## config.mk

```make
export PLATFORM = sky130hd
export DESIGN_NAME = sci_stat_top
export DESIGN_NICKNAME = d
export VERILOG_FILES = /design/src/rtl/sci_pkg.sv /design/src/rtl/sci_rx_core.sv /design/src/rtl/sci_tx_core.sv /design/src/rtl/sci_flag_reg.sv /design/src/rtl/sci_stat_top.sv
export SDC_FILE = /design/constraint.sdc
export NUM_CORES = 1
export LEC_CHECK = 0
export BUFFER_PORTS_ARGS = -buffer_cell sky130_fd_sc_hd__buf_2
export CAP_MARGIN = 20
export CORE_UTILIZATION = 30
export DETAILED_ROUTE_END_ITERATION = 12
export GPL_TIMING_DRIVEN = 0
export SETUP_SLACK_MARGIN = 0.1
export SLEW_MARGIN = 20
export SYNTH_ARGS = -nofsm -noshare
export SYNTH_HDL_FRONTEND = slang
export SYNTH_SLANG_ARGS = --single-unit
```

## constraint.sdc

```tcl
create_clock -name clk -period 2.65 [get_ports clk]
set_input_delay 0.265 -clock clk [delete_from_list [all_inputs] [get_ports clk]]
set_output_delay 0.265 -clock clk [all_outputs]
set_load 0.05 [all_outputs]
```

## src/rtl/sci_pkg.sv

```systemverilog
package sci_pkg;

    localparam int OVS = 16;
    localparam int DW  = 8;

    localparam int ST_OVR = 7;
    localparam int ST_FRM = 6;
    localparam int ST_PAR = 5;
    localparam int ST_ADR = 4;
    localparam int ST_BRK = 3;
    localparam int ST_RXD = 2;
    localparam int ST_TBE = 1;
    localparam int ST_TSE = 0;

    localparam logic [1:0] A_DATA = 2'd0;
    localparam logic [1:0] A_STAT = 2'd1;
    localparam logic [1:0] A_CTRL = 2'd2;
    localparam logic [1:0] A_NODE = 2'd3;

    typedef struct packed {
        logic       par_odd;
        logic       par_en;
        logic [1:0] len_sel;
    } frame_fmt_t;

    typedef struct packed {
        logic       addr_mode;
        frame_fmt_t fmt;
    } line_cfg_t;

    typedef struct packed {
        logic [DW-1:0] data;
        logic          par_bad;
        logic          stop_bad;
        logic          brk;
    } rx_word_t;

    typedef enum logic [2:0] {
        RX_IDLE, RX_START, RX_DATA, RX_PAR, RX_STOP, RX_HOLD
    } rx_st_e;

    typedef enum logic [2:0] {
        TX_IDLE, TX_START, TX_DATA, TX_PAR, TX_STOP
    } tx_st_e;

    function automatic logic vote3(input logic [2:0] s);
        return (s[0] & s[1]) | (s[0] & s[2]) | (s[1] & s[2]);
    endfunction

    function automatic logic [3:0] word_bits(input frame_fmt_t f);
        return 4'd5 + {2'b00, f.len_sel};
    endfunction

    // parity bit value that the line must carry for the selected sense
    function automatic logic par_calc(input logic [DW-1:0] d, input frame_fmt_t f);
        logic [DW-1:0] mask;
        mask = ~({DW{1'b1}} << word_bits(f));
        return f.par_odd ^ (^(d & mask));
    endfunction

endpackage

```

## src/rtl/sci_rx_core.sv

```systemverilog
module sci_rx_core
    import sci_pkg::*;
#(
    parameter int OVS_N = OVS
) (
    input  logic       clk,
    input  logic       rst,
    input  logic       tick,
    input  logic       rxd,
    input  frame_fmt_t fmt,
    output logic       word_vld,
    output rx_word_t   word
);
    localparam int CW = $clog2(OVS_N);
    localparam logic [CW-1:0] S0  = CW'(OVS_N / 2 - 1);
    localparam logic [CW-1:0] S1  = CW'(OVS_N / 2);
    localparam logic [CW-1:0] S2  = CW'(OVS_N / 2 + 1);

    rx_st_e        st;
    logic [CW-1:0] cnt;
    logic [1:0]    smp;
    logic [2:0]    idx;
    logic [DW-1:0] shr;
    logic          zeros;
    logic          pbit;
    logic          bv;

    assign bv = vote3({smp, rxd});

    always_ff @(posedge clk) begin
        word_vld <= 1'b0;
        if (rst) begin
            st    <= RX_IDLE;
            cnt   <= '0;
            smp   <= '0;
            idx   <= '0;
            shr   <= '0;
            zeros <= 1'b0;
            pbit  <= 1'b0;
            word  <= '0;
        end else if (tick) begin
            cnt <= cnt + CW'(1);
            if (cnt == S0 || cnt == S1) smp <= {smp[0], rxd};
            case (st)
                RX_IDLE: if (!rxd) begin
                    st  <= RX_START;
                    cnt <= CW'(1);
                end
                RX_HOLD: if (rxd) st <= RX_IDLE;
                default: if (cnt == S2) begin
                    case (st)
                        RX_START: begin
                            if (bv) st <= RX_IDLE;
                            else begin
                                st    <= RX_DATA;
                                idx   <= '0;
                                shr   <= '0;
                                zeros <= 1'b1;
                            end
                        end
                        RX_DATA: begin
                            shr[idx] <= bv;
                            zeros    <= zeros & ~bv;
                            if ({1'b0, idx} == word_bits(fmt) - 4'd1)
                                st <= fmt.par_en ? RX_PAR : RX_STOP;
                            else
                                idx <= idx + 3'd1;
                        end
                        RX_PAR: begin
                            pbit  <= bv;
                            zeros <= zeros & ~bv;
                            st    <= RX_STOP;
                        end
                        RX_STOP: begin
                            word.data     <= shr;
                            word.stop_bad <= ~bv;
                            word.par_bad  <= fmt.par_en && (pbit != par_calc(shr, fmt));
                            word.brk      <= zeros & ~bv;
                            word_vld      <= 1'b1;
                            st            <= bv ? RX_IDLE : RX_HOLD;
                        end
                        default: st <= RX_IDLE;
                    endcase
                end
            endcase
        end
    end
endmodule

```

## src/rtl/sci_tx_core.sv

```systemverilog
module sci_tx_core
    import sci_pkg::*;
#(
    parameter int OVS_N = OVS
) (
    input  logic          clk,
    input  logic          rst,
    input  logic          tick,
    input  frame_fmt_t    fmt,
    input  logic          load_we,
    input  logic [DW-1:0] load_data,
    output logic          txd,
    output logic          buf_took,
    output logic          shift_done
);
    localparam int CW = $clog2(OVS_N);
    localparam logic [CW-1:0] LAST = CW'(OVS_N - 1);

    tx_st_e        st;
    logic [CW-1:0] cnt;
    logic [2:0]    idx;
    logic [DW-1:0] sh;
    logic [DW-1:0] hold_q;
    logic          hold_full;
    logic          pbit;

    always_ff @(posedge clk) begin
        buf_took   <= 1'b0;
        shift_done <= 1'b0;
        if (rst) begin
            st        <= TX_IDLE;
            cnt       <= '0;
            idx       <= '0;
            sh        <= '0;
            hold_q    <= '0;
            hold_full <= 1'b0;
            pbit      <= 1'b0;
        end else begin
            if (load_we) begin
                hold_q    <= load_data;
                hold_full <= 1'b1;
            end
            case (st)
                TX_IDLE: if (hold_full) begin
                    sh        <= hold_q;
                    pbit      <= par_calc(hold_q, fmt);
                    hold_full <= load_we;
                    buf_took  <= 1'b1;
                    st        <= TX_START;
                    cnt       <= '0;
                    idx       <= '0;
                end
                default: if (tick) begin
                    cnt <= cnt + CW'(1);
                    if (cnt == LAST) begin
                        case (st)
                            TX_START: st <= TX_DATA;
                            TX_DATA: begin
                                if ({1'b0, idx} == word_bits(fmt) - 4'd1)
                                    st <= fmt.par_en ? TX_PAR : TX_STOP;
                                else
                                    idx <= idx + 3'd1;
                            end
                            TX_PAR:  st <= TX_STOP;
                            default: begin
                                st         <= TX_IDLE;
                                shift_done <= ~(hold_full | load_we);
                            end
                        endcase
                    end
                end
            endcase
        end
    end

    always_comb begin
        case (st)
            TX_START: txd = 1'b0;
            TX_DATA:  txd = sh[idx];
            TX_PAR:   txd = pbit;
            default:  txd = 1'b1;
        endcase
    end
endmodule

```

## src/rtl/sci_flag_reg.sv

```systemverilog
module sci_flag_reg #(
    parameter int W = 8
) (
    input  logic         clk,
    input  logic         rst,
    input  logic         clr_we,
    input  logic [W-1:0] keep_mask,
    input  logic [W-1:0] hw_set,
    output logic [W-1:0] flags
);
    for (genvar i = 0; i < W; i++) begin : g_bit
        always_ff @(posedge clk) begin
            if (rst) flags[i] <= 1'b0;
            else     flags[i] <= (flags[i] & (~clr_we | keep_mask[i])) | hw_set[i];
        end
    end
endmodule

```

## src/rtl/sci_stat_top.sv

```systemverilog
module sci_stat_top
    import sci_pkg::*;
#(
    parameter int OVS_N       = OVS,
    parameter int SYNC_STAGES = 2
) (
    input  logic       clk,
    input  logic       rst,
    input  logic       baud_tick,
    input  logic       rx_i,
    output logic       tx_o,
    input  logic       bus_wr,
    input  logic       bus_rd,
    input  logic [1:0] bus_addr,
    input  logic [7:0] bus_wdata,
    output logic [7:0] bus_rdata,
    output logic       irq_o
);
    logic                   rxd_s;
    logic [SYNC_STAGES-1:0] sync_q;

    if (SYNC_STAGES == 1) begin : g_sync1
        always_ff @(posedge clk) sync_q <= rst ? 1'b1 : rx_i;
    end else begin : g_syncn
        always_ff @(posedge clk) begin
            if (rst) sync_q <= '1;
            else     sync_q <= {sync_q[SYNC_STAGES-2:0], rx_i};
        end
    end
    assign rxd_s = sync_q[SYNC_STAGES-1];

    line_cfg_t     cfg_q;
    logic [DW-1:0] node_q;
    logic [DW-1:0] rbuf_q;
    logic          unread_q;
    logic [7:0]    flags_q;
    logic [7:0]    hw_set;
    logic          load;
    logic          rw_vld;
    rx_word_t      rw;
    logic          tx_took;
    logic          tx_done;

    sci_rx_core #(.OVS_N(OVS_N)) rx_i0 (
        .clk(clk), .rst(rst), .tick(baud_tick), .rxd(rxd_s), .fmt(cfg_q.fmt),
        .word_vld(rw_vld), .word(rw)
    );

    sci_tx_core #(.OVS_N(OVS_N)) tx_i0 (
        .clk(clk), .rst(rst), .tick(baud_tick), .fmt(cfg_q.fmt),
        .load_we(bus_wr && bus_addr == A_DATA), .load_data(bus_wdata),
        .txd(tx_o), .buf_took(tx_took), .shift_done(tx_done)
    );

    always_comb begin
        hw_set = '0;
        load   = 1'b0;
        if (rw_vld) begin
            if (rw.brk) begin
                hw_set[ST_BRK] = 1'b1;
            end else if (!cfg_q.addr_mode || rw.data == node_q) begin
                load           = 1'b1;
                hw_set[ST_RXD] = 1'b1;
                hw_set[ST_FRM] = rw.stop_bad;
                hw_set[ST_PAR] = rw.par_bad;
                hw_set[ST_OVR] = unread_q;
                hw_set[ST_ADR] = cfg_q.addr_mode;
            end
        end
        hw_set[ST_TBE] = tx_took;
        hw_set[ST_TSE] = tx_done;
    end

    sci_flag_reg #(.W(8)) flag_i0 (
        .clk(clk), .rst(rst), .clr_we(bus_wr && bus_addr == A_STAT),
        .keep_mask(bus_wdata), .hw_set(hw_set), .flags(flags_q)
    );

    always_ff @(posedge clk) begin
        if (rst) begin
            cfg_q    <= line_cfg_t'(5'b00011);
            node_q   <= '0;
            rbuf_q   <= '0;
            unread_q <= 1'b0;
        end else begin
            if (bus_wr && bus_addr == A_CTRL) cfg_q  <= line_cfg_t'(bus_wdata[4:0]);
            if (bus_wr && bus_addr == A_NODE) node_q <= bus_wdata;
            if (load) begin
                rbuf_q   <= rw.data;
                unread_q <= 1'b1;
            end else if (bus_rd && bus_addr == A_DATA) begin
                unread_q <= 1'b0;
            end
        end
    end

    always_comb begin
        case (bus_addr)
            A_DATA:  bus_rdata = rbuf_q;
            A_STAT:  bus_rdata = flags_q;
            A_CTRL:  bus_rdata = {3'b000, cfg_q};
            default: bus_rdata = node_q;
        endcase
    end

    assign irq_o = |flags_q;
endmodule

```

==> flow_metrics.tcl, run 1 <==
set metrics [dict create \
    critPathMaxFanout 7 \
    drv_cap 0 \
    hold_path.class "input port to flip-flop" \
    holdPathStages 2 \
    dieArea_um2 16900 \
    numClockSinks 96 \
    crit_path_top_delay_cell "mux4_2" \
    clk_pin_slew_worst_paths_ps 60 \
    regToRegEndpoint "tx_i0.idx[0]" \
    switching_share_pct 24.2 \
    synth_nets 581 \
    ir_drop_mv 0.328 \
    cp_top_family "multiplexers" \
    path_cells "mux4_2, mux2i_1, a21oi_1, a311o_1, buf_2" \
    tightestPinTransition_ps 656 \
    whs_endpoint "sync_q[0]" \
    clock_tree.root_cell "clkbuf_16" \
    die_h_um 130 \
    wl_per_cell_um 15.8 \
    r2r-start "cfg_q[0]" \
    synth.distinct_cells 66 \
    grt_pass1_wl_mm 20.5 \
    fin_util_pct 35.1 \
    die-width_um 130 \
    max-slew-margin-rel_pct 56.3 \
    initial_utilization_pct 30.8 \
    cts_tree "done" \
    drt-initial-drc-count 263 \
    core_um2 15900 \
    min_period_over_period_pct 90.3 \
    drive_above_1_share_pct 14.0 \
    arrival_ps 2130 \
    r2r_setup_slack_ps 260 \
    cpPeakStageDelay_ps 520 \
    power_frac_comb_pct 7.7 \
    grt_overflow_total 0 \
    power.switching_mw 0.744 \
    cp-startpoint "tx_i0.idx[0]" \
    nets 613 \
    yosysWarnings 0 \
    slew_violations 0 \
    critical_path_buf_inv_count 1 \
    grt_setup_unrepaired "no" \
    antenna_left 0 \
    drc 0 \
    synth_cells 556 \
    synthArstFlopShare_pct 0 \
    skew_ps 7.48 \
    seqPwrFrac_pct 48.3 \
    ys_ff_latch 96 \
    synth_area_um2 4920 \
    port_buffers 21 \
    syn_avg_cell_area_um2 8.84 \
    clk_latency_ps 350 \
    startpoint_type "flip-flop" \
    p_int_mw 2.33 \
    antenna_cells 0 \
    hold_viol 0 \
    hp-start "rx_i" \
    synthToLayoutAreaGrowth_pct 13.9 \
    place.gp.congestion 0.848 \
    rows 46 \
    grt_max_degree 16 \
    yosysSeqAreaShare_pct 39.1 \
    ioPinCount 26 \
    worst_setup_path_end_kind "output pin" \
    yosysTopAreaCell "dfxtp_1" \
    drt_first_pass_iters 4 \
    crit_required_ps 2380 \
    clk_path_buf_depth 2 \
    setup-violations-final 0 \
    vias 4072 \
    track_usage_pct 16.0 \
    path_class "flip-flop to output pin" \
    min_period_ps 2390 \
    viasPerCell 5.03 \
    clock.fmax_mhz 418 \
    htree_levels 3 \
    outcome "finished, final reports clean" \
    dp_hpwl_mm 9.36 \
    power_density_nw_per_um2 549 \
    synth-main-ff-cell "dfxtp_1" \
    routed_wl_mm 12.8 \
    antenna_found_initial 0 \
    fillers 1641 \
    fin_setup_tns_ps 0 \
    netlist_top_cells_area "dfxtp_1, mux2i_1, nor2_1" \
    grt_pass1_vias 4000 \
    p_leak_nw 2.20 \
    power_frac_clock_pct 44.0 \
    synth_edf_count 0 \
    synth_top_area_share_pct 39.1 \
    rr_worst_depth 7 \
    cts_inserted_buffers 9 \
]
routing by layer:
layer / global-route usage, % / vias up / wire [um] / share of wire, %
met5: 0 / - / 0 / 0
met4: 8.34 / 0 / 303 / 2.4
met3: 2.50 / 18 / 423 / 3.3
met2: 27.1 / 68 / 6120 / 48
met1: 19.5 / 1992 / 5910 / 46
li1: - / 1994 / - / -
timing repair:
item | CTS | global route
buffers inserted | 0 | 0
endpoints found under the hold margin | 0 | 0
resized for setup | 0 | 1
endpoints found under the setup margin | 0 | 1
hold buffers | 0 | 0
synthesized netlist by cell type (3+ instances only):
master	instances
o21ai_0	35
mux2i_1	40
mux4_2	7
nor3b_2	3
o22ai_1	3
nand2b_1	29
buf_4	6
nor2b_1	18
or3_1	4
nor3_1	5
a31oi_1	6
clkbuf_1	17
dfxtp_1	96
ha_1	9
nand3b_1	11
nor2_1	58
xnor2_1	13
xor2_1	11
nand3_1	11
o31ai_1	3
inv_1	11
nand4_1	4
nor4_1	5
a21oi_1	39
nand2_1	57
buf_2	6
logic make-up (layout without fill, tap and decap cells):
group / count (synthesis) / count (layout) / synth area share (%)
compound gates: 104 / 104 / 12.9
xor+xnor: 25 / 25 / 4.73
fa+ha+maj: 10 / 10 / 2.52
buf+inv: 44 / 81 / 4.45
flops: 96 / 96 / 39.1
mux: 48 / 48 / 11.6
simple gates: 229 / 229 / 24.7
worst register-to-register path, delay by kind of cell, from the launching register on:
kind	cells	cell delay, ps
DFF	1	550
xor gates and xnor gates	1	190
AOI/OAI and AO/OA	1	300
muxes	2	500
buffers and inverters	1	150
and+or+nand+nor	1	210
adders and majority gates	1	390
layout make-up:
cell class | count | area, um2 | share of cell area, %
plain buffers | 32 | 174 | 3.10
clock buffers | 11 | 253 | 4.51
clock inverters | 5 | 55.1 | 0.983
inverters | 12 | 45.0 | 0.804
multi-input cells | 416 | 2780 | 49.6
flip-flops and latches | 96 | 1920 | 34.3
well taps | 216 | 270 | 4.82
repair buffers | 21 | 105 | 1.88
flip-flops by register name, summed over array words and instances, names as in the netlist, 2 cells and up:
register / cells
rx_i0.word: 11
flag_i0.flags: 8
node_q: 8
rbuf_q: 8
rx_i0.shr: 8
tx_i0.hold_q: 8
tx_i0.sh: 8
cfg_q: 5
rx_i0.cnt: 4
tx_i0.cnt: 4
rx_i0.idx: 3
rx_i0.st: 3
tx_i0.idx: 3
tx_i0.st: 3
rx_i0.smp: 2
sync_q: 2
power by group through the flow:
stage                     clock, mW  sequential (mW)  combinational (mW)
after floorplan                   0             1.51               0.169
after global placement            0             1.52               0.230
after detailed placement          0             1.52               0.235
after CTS                      1.38             1.48               0.237
after global routing           1.44             1.49               0.257
final                          1.35             1.49               0.237
stage by stage:
stage,instance area [um2],hold WS [ps],std cells,total power [mW],setup WS [ps]
floorplan,4920,369,556,1.68,342
global placement,5290,392,793,1.75,311
detailed placement,5290,401,793,1.75,288
CTS,5600,94.5,809,3.10,100
global route,5600,108,809,3.18,167
finish,5600,99.6,809,3.07,257
worst max path at each step:
| stage | end | cells after the start |
|---|---|---|
| 5_1_grt | tx_i0.idx[0] | 7 |
| 3_5_place_dp | tx_i0.idx[0] | 7 |
| 6_report | tx_o | 5 |
| 3_3_place_gp | tx_i0.idx[0] | 7 |
| 2_1_floorplan | bus_rdata[5] | 4 |
| 4_1_cts | tx_o | 5 |
placed cells by master, fill, tap and decap left out, drive strengths merged, types with 3 or more instances in the layout:
cell / instances
clkbuf: 28
nand3b: 11
xnor2: 13
nand4: 4
o21ai: 36
nor3: 7
nand2b: 29
o22ai: 3
xor2: 11
a31oi: 6
ha: 9
o31ai: 3
or2: 3
nand3: 11
nor2b: 18
inv: 12
mux4: 7
mux2i: 40
nor4: 6
a21oi: 40
nor3b: 5
nor2: 60
dfxtp: 96
nand2: 58
or3: 5
buf: 36
Power figures use the tool's default switching activity.
==> run 2, diff against run 1 <==
--- a/config.mk
+++ b/config.mk
@@ -5,6 +5,7 @@
 export SDC_FILE = /design/constraint.sdc
 export NUM_CORES = 1
 export LEC_CHECK = 0
+export ABC_AREA = 1
 export BUFFER_PORTS_ARGS = -buffer_cell sky130_fd_sc_hd__buf_2
 export CAP_MARGIN = 20
 export CORE_UTILIZATION = 30
==> flow_metrics.tcl, run 2 <==
set metrics [dict create \
    outcome "finished, final reports clean" \
    antenna_left 0 \
    die-width_um 126 \
    place.gp.congestion 0.834 \
    yosysWarnings 0 \
    multi_input_area_um2 2280 \
    crit_required_ps 2380 \
    post-place-ws_ps 345 \
    final-seq-area_um2 1920 \
    synthToLayoutAreaGrowth_pct 14.7 \
    synth_common_cells "nand2_1, dfxtp_1, inv_1" \
    dieArea_um2 15900 \
    drv_cap 0 \
    numClockSinks 96 \
    track_usage_pct 15.8 \
    vias 4306 \
    drt-initial-drc-count 409 \
    p_leak_nw 2.13 \
    netlist_top_cells_area "dfxtp_1, nand2_1, o21ai_0" \
    drive_above_1_share_pct 9.80 \
    clock.fmax_mhz 453 \
    hold_viol 0 \
    core_um2 14800 \
    synth_top_area_share_pct 41.6 \
    synth_area_um2 4620 \
    rows 44 \
    grt_setup_unrepaired "no" \
    drt_first_pass_iters 5 \
    synth_edf_count 0 \
    skew_ps 7.24 \
    synthArstFlopShare_pct 0 \
    tightestPinTransition_ps 781 \
    routed_wl_mm 11.9 \
    fin_util_pct 35.9 \
    grt_max_degree 16 \
    wl_per_cell_um 13.8 \
    antenna_found_initial 0 \
    clk_path_buf_depth 2 \
    layout_common_cells "nand2_1, dfxtp_1, inv_1, o21ai_0, a21oi_1" \
    cts_inserted_buffers 9 \
    min_period_ps 2210 \
    fillers 1561 \
    die_h_um 126 \
    ir_drop_mv 0.306 \
    top_register "rx_i0.word" \
    nets 704 \
    clk_latency_ps 340 \
    clk_pin_slew_worst_paths_ps 70 \
    largest_reg_flops 11 \
    antenna_cells 0 \
    min_period_over_period_pct 83.3 \
    power_density_nw_per_um2 629 \
    r2r_setup_slack_ps 520 \
    fin_setup_tns_ps 0 \
    cts_tree "done" \
    slew_violations 0 \
    htree_levels 3 \
    initial_utilization_pct 31.3 \
    drc 0 \
    port_buffers 24 \
    ys_ff_latch 96 \
    synth_cells 644 \
    synth.distinct_cells 41 \
    max-slew-margin-rel_pct 47.7 \
    setup_ws_ps 442 \
    synth-main-ff-cell "dfxtp_1" \
    startpoint_type "flip-flop" \
    yosys.cell_count.top_type "nand2_1" \
    hold_path.class "input port to flip-flop" \
    grt_pass1_vias 3959 \
    path_class "flip-flop to output pin" \
    ioPinCount 26 \
    synth_nets 669 \
    layout_commonest_cell "nand2_1" \
    setup-violations-final 0 \
    dp_hpwl_mm 8.89 \
    arrival_ps 1940 \
    syn_avg_cell_area_um2 7.17 \
    grt_pass1_wl_mm 20.0 \
    critPathMaxFanout 9 \
    clock_tree.root_cell "clkbuf_16" \
    worst_setup_path_end_kind "output pin" \
    yosysSeqAreaShare_pct 41.6 \
    grt_overflow_total 0 \
    yosysTopAreaCell "dfxtp_1" \
    viasPerCell 4.96 \
]
==> run 2: cell count changes after synthesis, moves of 9 or more <==
cell,change
nor3_1,+9
a21oi_1,+33
nand2b_1,-29
inv_1,+76
nor2b_1,-18
nand2_1,+53
nand3_1,+23
mux2i_1,-40
o21ai_0,+41
nand3b_1,-11
==> run 2: logic make-up after synthesis <==
logic type      after synthesis  synth area share, %
compound gates              180                 21.5
flops                        96                 41.6
xor+xnor                     18                 3.58
fa+ha+maj                     9                 2.44
simple gates                233                 21.9
buf+inv                     108                 9.00
==> run 2: area by class of cell <==
| class | instances | share of cell area, % |
|---|---|---|
| clock inverters | 3 | 0.898 |
| clock buffers | 13 | 5.29 |
| repair buffers | 24 | 2.27 |
| flip-flops and latches | 96 | 36.3 |
| inverters | 92 | 6.52 |
| well taps | 184 | 4.35 |
| multi-input cells | 440 | 43.0 |
| plain buffers | 16 | 1.32 |
==> run 2: worst paths after layout <==
check	startpoint	cells past startpoint	to
hold / removal	rx_i	2	sync_q[0]
hold reg to reg	sync_q[0]	1	sync_q[1]
setup / recovery	tx_i0.idx[0]	7	tx_o
setup reg to reg	cfg_q[0]	12	rx_i0.st[1]
==> run 2: critical path, stage by stage (launching register included) <==
cell	delay [ps]
dfxtp_1	500
inv_1	150
a21oi_1	130
o21ai_0	90
a21oi_1	130
a211oi_1	70
o21ai_0	220
buf_2	310
==> run 2: what timing repair did <==
action,CTS,global route
hold buffers,0,0
setup endpoints to repair,0,1
setup buffers,0,0
resized for setup,0,1
==> run 2: where the power goes <==
| part | internal (mW) | switching (mW) | total [mW] |
|---|---|---|---|
| registers | 1.48 | 0.0391 | 1.52 |
| clock network | 0.839 | 0.560 | 1.40 |
| logic | 0.125 | 0.283 | 0.408 |
| total | 2.45 | 0.883 | 3.33 |
==> run 2: per-stage QoR <==
stage	std cells	power (mW)	hold WS [ps]	area [um2]
2_1_floorplan	644	1.84	369	4620
6_report	868	3.33	105	5300
5_1_grt	868	3.48	97.2	5300
4_1_cts	868	3.34	98.3	5290
3_3_place_gp	852	1.96	391	4970
3_5_place_dp	852	1.96	404	4970
==> run 2: layer usage <==
metal | vias up | wire [um] | global-route usage (%)
met5 | - | 0 | 0
met2 | 104 | 5320 | 24.9
li1 | 2217 | - | -
met4 | 0 | 154 | 4.39
met1 | 1968 | 5960 | 21.8
met3 | 17 | 510 | 3.10
==> run 3, diff against run 2 <==
==> constraint.sdc (replaced) <==
create_clock -name clk -period 2.3 [get_ports clk]
set_input_delay 0.23 -clock clk [delete_from_list [all_inputs] [get_ports clk]]
set_output_delay 0.23 -clock clk [all_outputs]
set_load 0.05 [all_outputs]
==> flow_metrics.tcl, run 3 (synthesis gave the netlist of run 2 again) <==
set metrics [dict create \
    crit_required_ps 2510 \
    grt_pass1_wl_mm 19.6 \
    wl_per_cell_um 13.8 \
    antenna_found_initial 0 \
    ir_drop_mv 0.331 \
    max-slew-margin-rel_pct 48.6 \
    setup_ws_ps 250 \
    numClockSinks 96 \
    cp_top_family "flip-flops" \
    clock.fmax_mhz 488 \
    p_leak_nw 2.14 \
    rows 44 \
    drc 0 \
    hold_slack_ps 71.6 \
    track_usage_pct 15.7 \
    cpPeakStageDelay_ps 440 \
    die-width_um 126 \
    fin_area_um2 5320 \
    die_h_um 126 \
    viasPerCell 4.89 \
    power_density_nw_per_um2 740 \
    clk_latency_ps 350 \
    hp-start "rx_i" \
    critical_path_buf_inv_count 3 \
    antenna_left 0 \
    place_area_um2 4970 \
    slew_violations 0 \
    hold_path.class "input port to flip-flop" \
    cts_tree "done" \
    critPathMaxFanout 7 \
    clk_pin_slew_worst_paths_ps 70 \
    min_period_ps 2050 \
    arrival_ps 2260 \
    path_class "flip-flop to flip-flop" \
    drt_first_pass_iters 4 \
    dp.cells 852 \
    grt_pass1_vias 3835 \
    skew_ps 6.86 \
    largest_reg_flops 11 \
    vias 4245 \
    ioPinCount 26 \
    fin_setup_tns_ps 0 \
    worst_setup_path_end_kind "flip-flop" \
    crit_path_top_delay_cell "dfxtp_4" \
    antenna_cells 0 \
    drt-initial-drc-count 238 \
    tightestPinTransition_ps 768 \
    htree_levels 3 \
    layout_commonest_cell "nand2_1" \
    cts_inserted_buffers 9 \
    final-seq-area_um2 1930 \
    post-place-ws_ps -17.4 \
    dieArea_um2 15900 \
    hold_viol 0 \
    drv_cap 0 \
    dp_hpwl_mm 8.86 \
    cts.hold.buffers_added 0 \
    clock_tree.root_cell "clkbuf_16" \
    routed_wl_mm 12.0 \
    place.gp.congestion 0.828 \
    core_um2 14800 \
    cp-startpoint "cfg_q[0]" \
    fillers 1586 \
    initial_utilization_pct 31.3 \
    layout_common_cells "nand2_1, dfxtp_1, inv_1, o21ai_0, a21oi_1" \
    startpoint_type "flip-flop" \
    setup-violations-final 0 \
    multi_input_area_um2 2290 \
    r2r-start "cfg_q[0]" \
    min_period_over_period_pct 89.1 \
    top_register "rx_i0.word" \
    grt_overflow_total 0 \
    synthToLayoutAreaGrowth_pct 15.3 \
    clk_path_buf_depth 2 \
    grt_max_degree 16 \
    port_buffers 24 \
    path_cells "inv_1, ha_1, xnor2_4, inv_1, nand2_1, nand3_1, nand2_1, nand2_1, inv_1, nand3_1, o21ai_0, nor2_1" \
    drive_above_1_share_pct 9.94 \
    nets 704 \
    stdcell_count 868 \
    outcome "finished, final reports clean" \
    grt_setup_unrepaired "yes" \
]
## run 3: changes by cell type in the layout (fill, tap and decap cells not counted), moves of 2 or more
| cell | before | now |
|---|---|---|
| clkinv_4 | 2 | 0 |
| dfxtp_1 | 95 | 93 |
| bufinv_16 | 1 | 3 |
| clkinv_2 | 0 | 2 |
| clkbuf_8 | 4 | 0 |
## run 3: layout make-up
class                   count  area share (%)
plain buffers              16            1.32
clock buffers              10            4.30
clock inverters             6            2.02
inverters                  92            6.49
multi-input cells         440            43.0
flip-flops and latches     96            36.2
well taps                 184            4.33
repair buffers             24            2.26
## run 3: routing by layer
metal	up-vias	global-route usage [%]	wire (um)
met5	-	0	0
met4	0	3.90	134
met3	12	4.33	592
met2	94	24.6	5330
met1	1932	21.3	5950
li1	2207	-	-
## run 3: path summary, 6_finish.rpt
check	to	slack (ps)	cells after the start
setup reg to reg	rx_i0.st[1]	250	12
hold reg to reg	sync_q[1]	410	1
setup / recovery	rx_i0.st[1]	250	12
hold / removal	sync_q[0]	70	2
## run 3: stage by stage
step / total power [mW] / utilization (%)
after floorplan: 2.13 / -
after global placement: 2.25 / 33.7
after detailed placement: 2.26 / 33.7
after CTS: 3.96 / 35.9
after global routing: 4.10 / 36.1
final: 3.94 / 36.1
## run 3: timing repair
item	in CTS	in global routing
buffers inserted	0	0
setup endpoints to repair	8	7
gates resized for setup	1	4
## run 3: worst reg2reg max path, stage by stage, from the launching register on
cell and delay [ps]:
dfxtp_4 440, inv_1 120, ha_1 380, xnor2_4 270, inv_1 70, nand2_1 60, nand3_1 70, nand2_1 90
nand2_1 100, inv_1 110, nand3_1 70, o21ai_0 70, nor2_1 50
## run 3: power by group
| part | internal (mW) | switching [mW] |
|---|---|---|
| clock | 1.06 | 0.655 |
| sequential | 1.71 | 0.0458 |
| combinational | 0.147 | 0.325 |
| total | 2.91 | 1.03 |
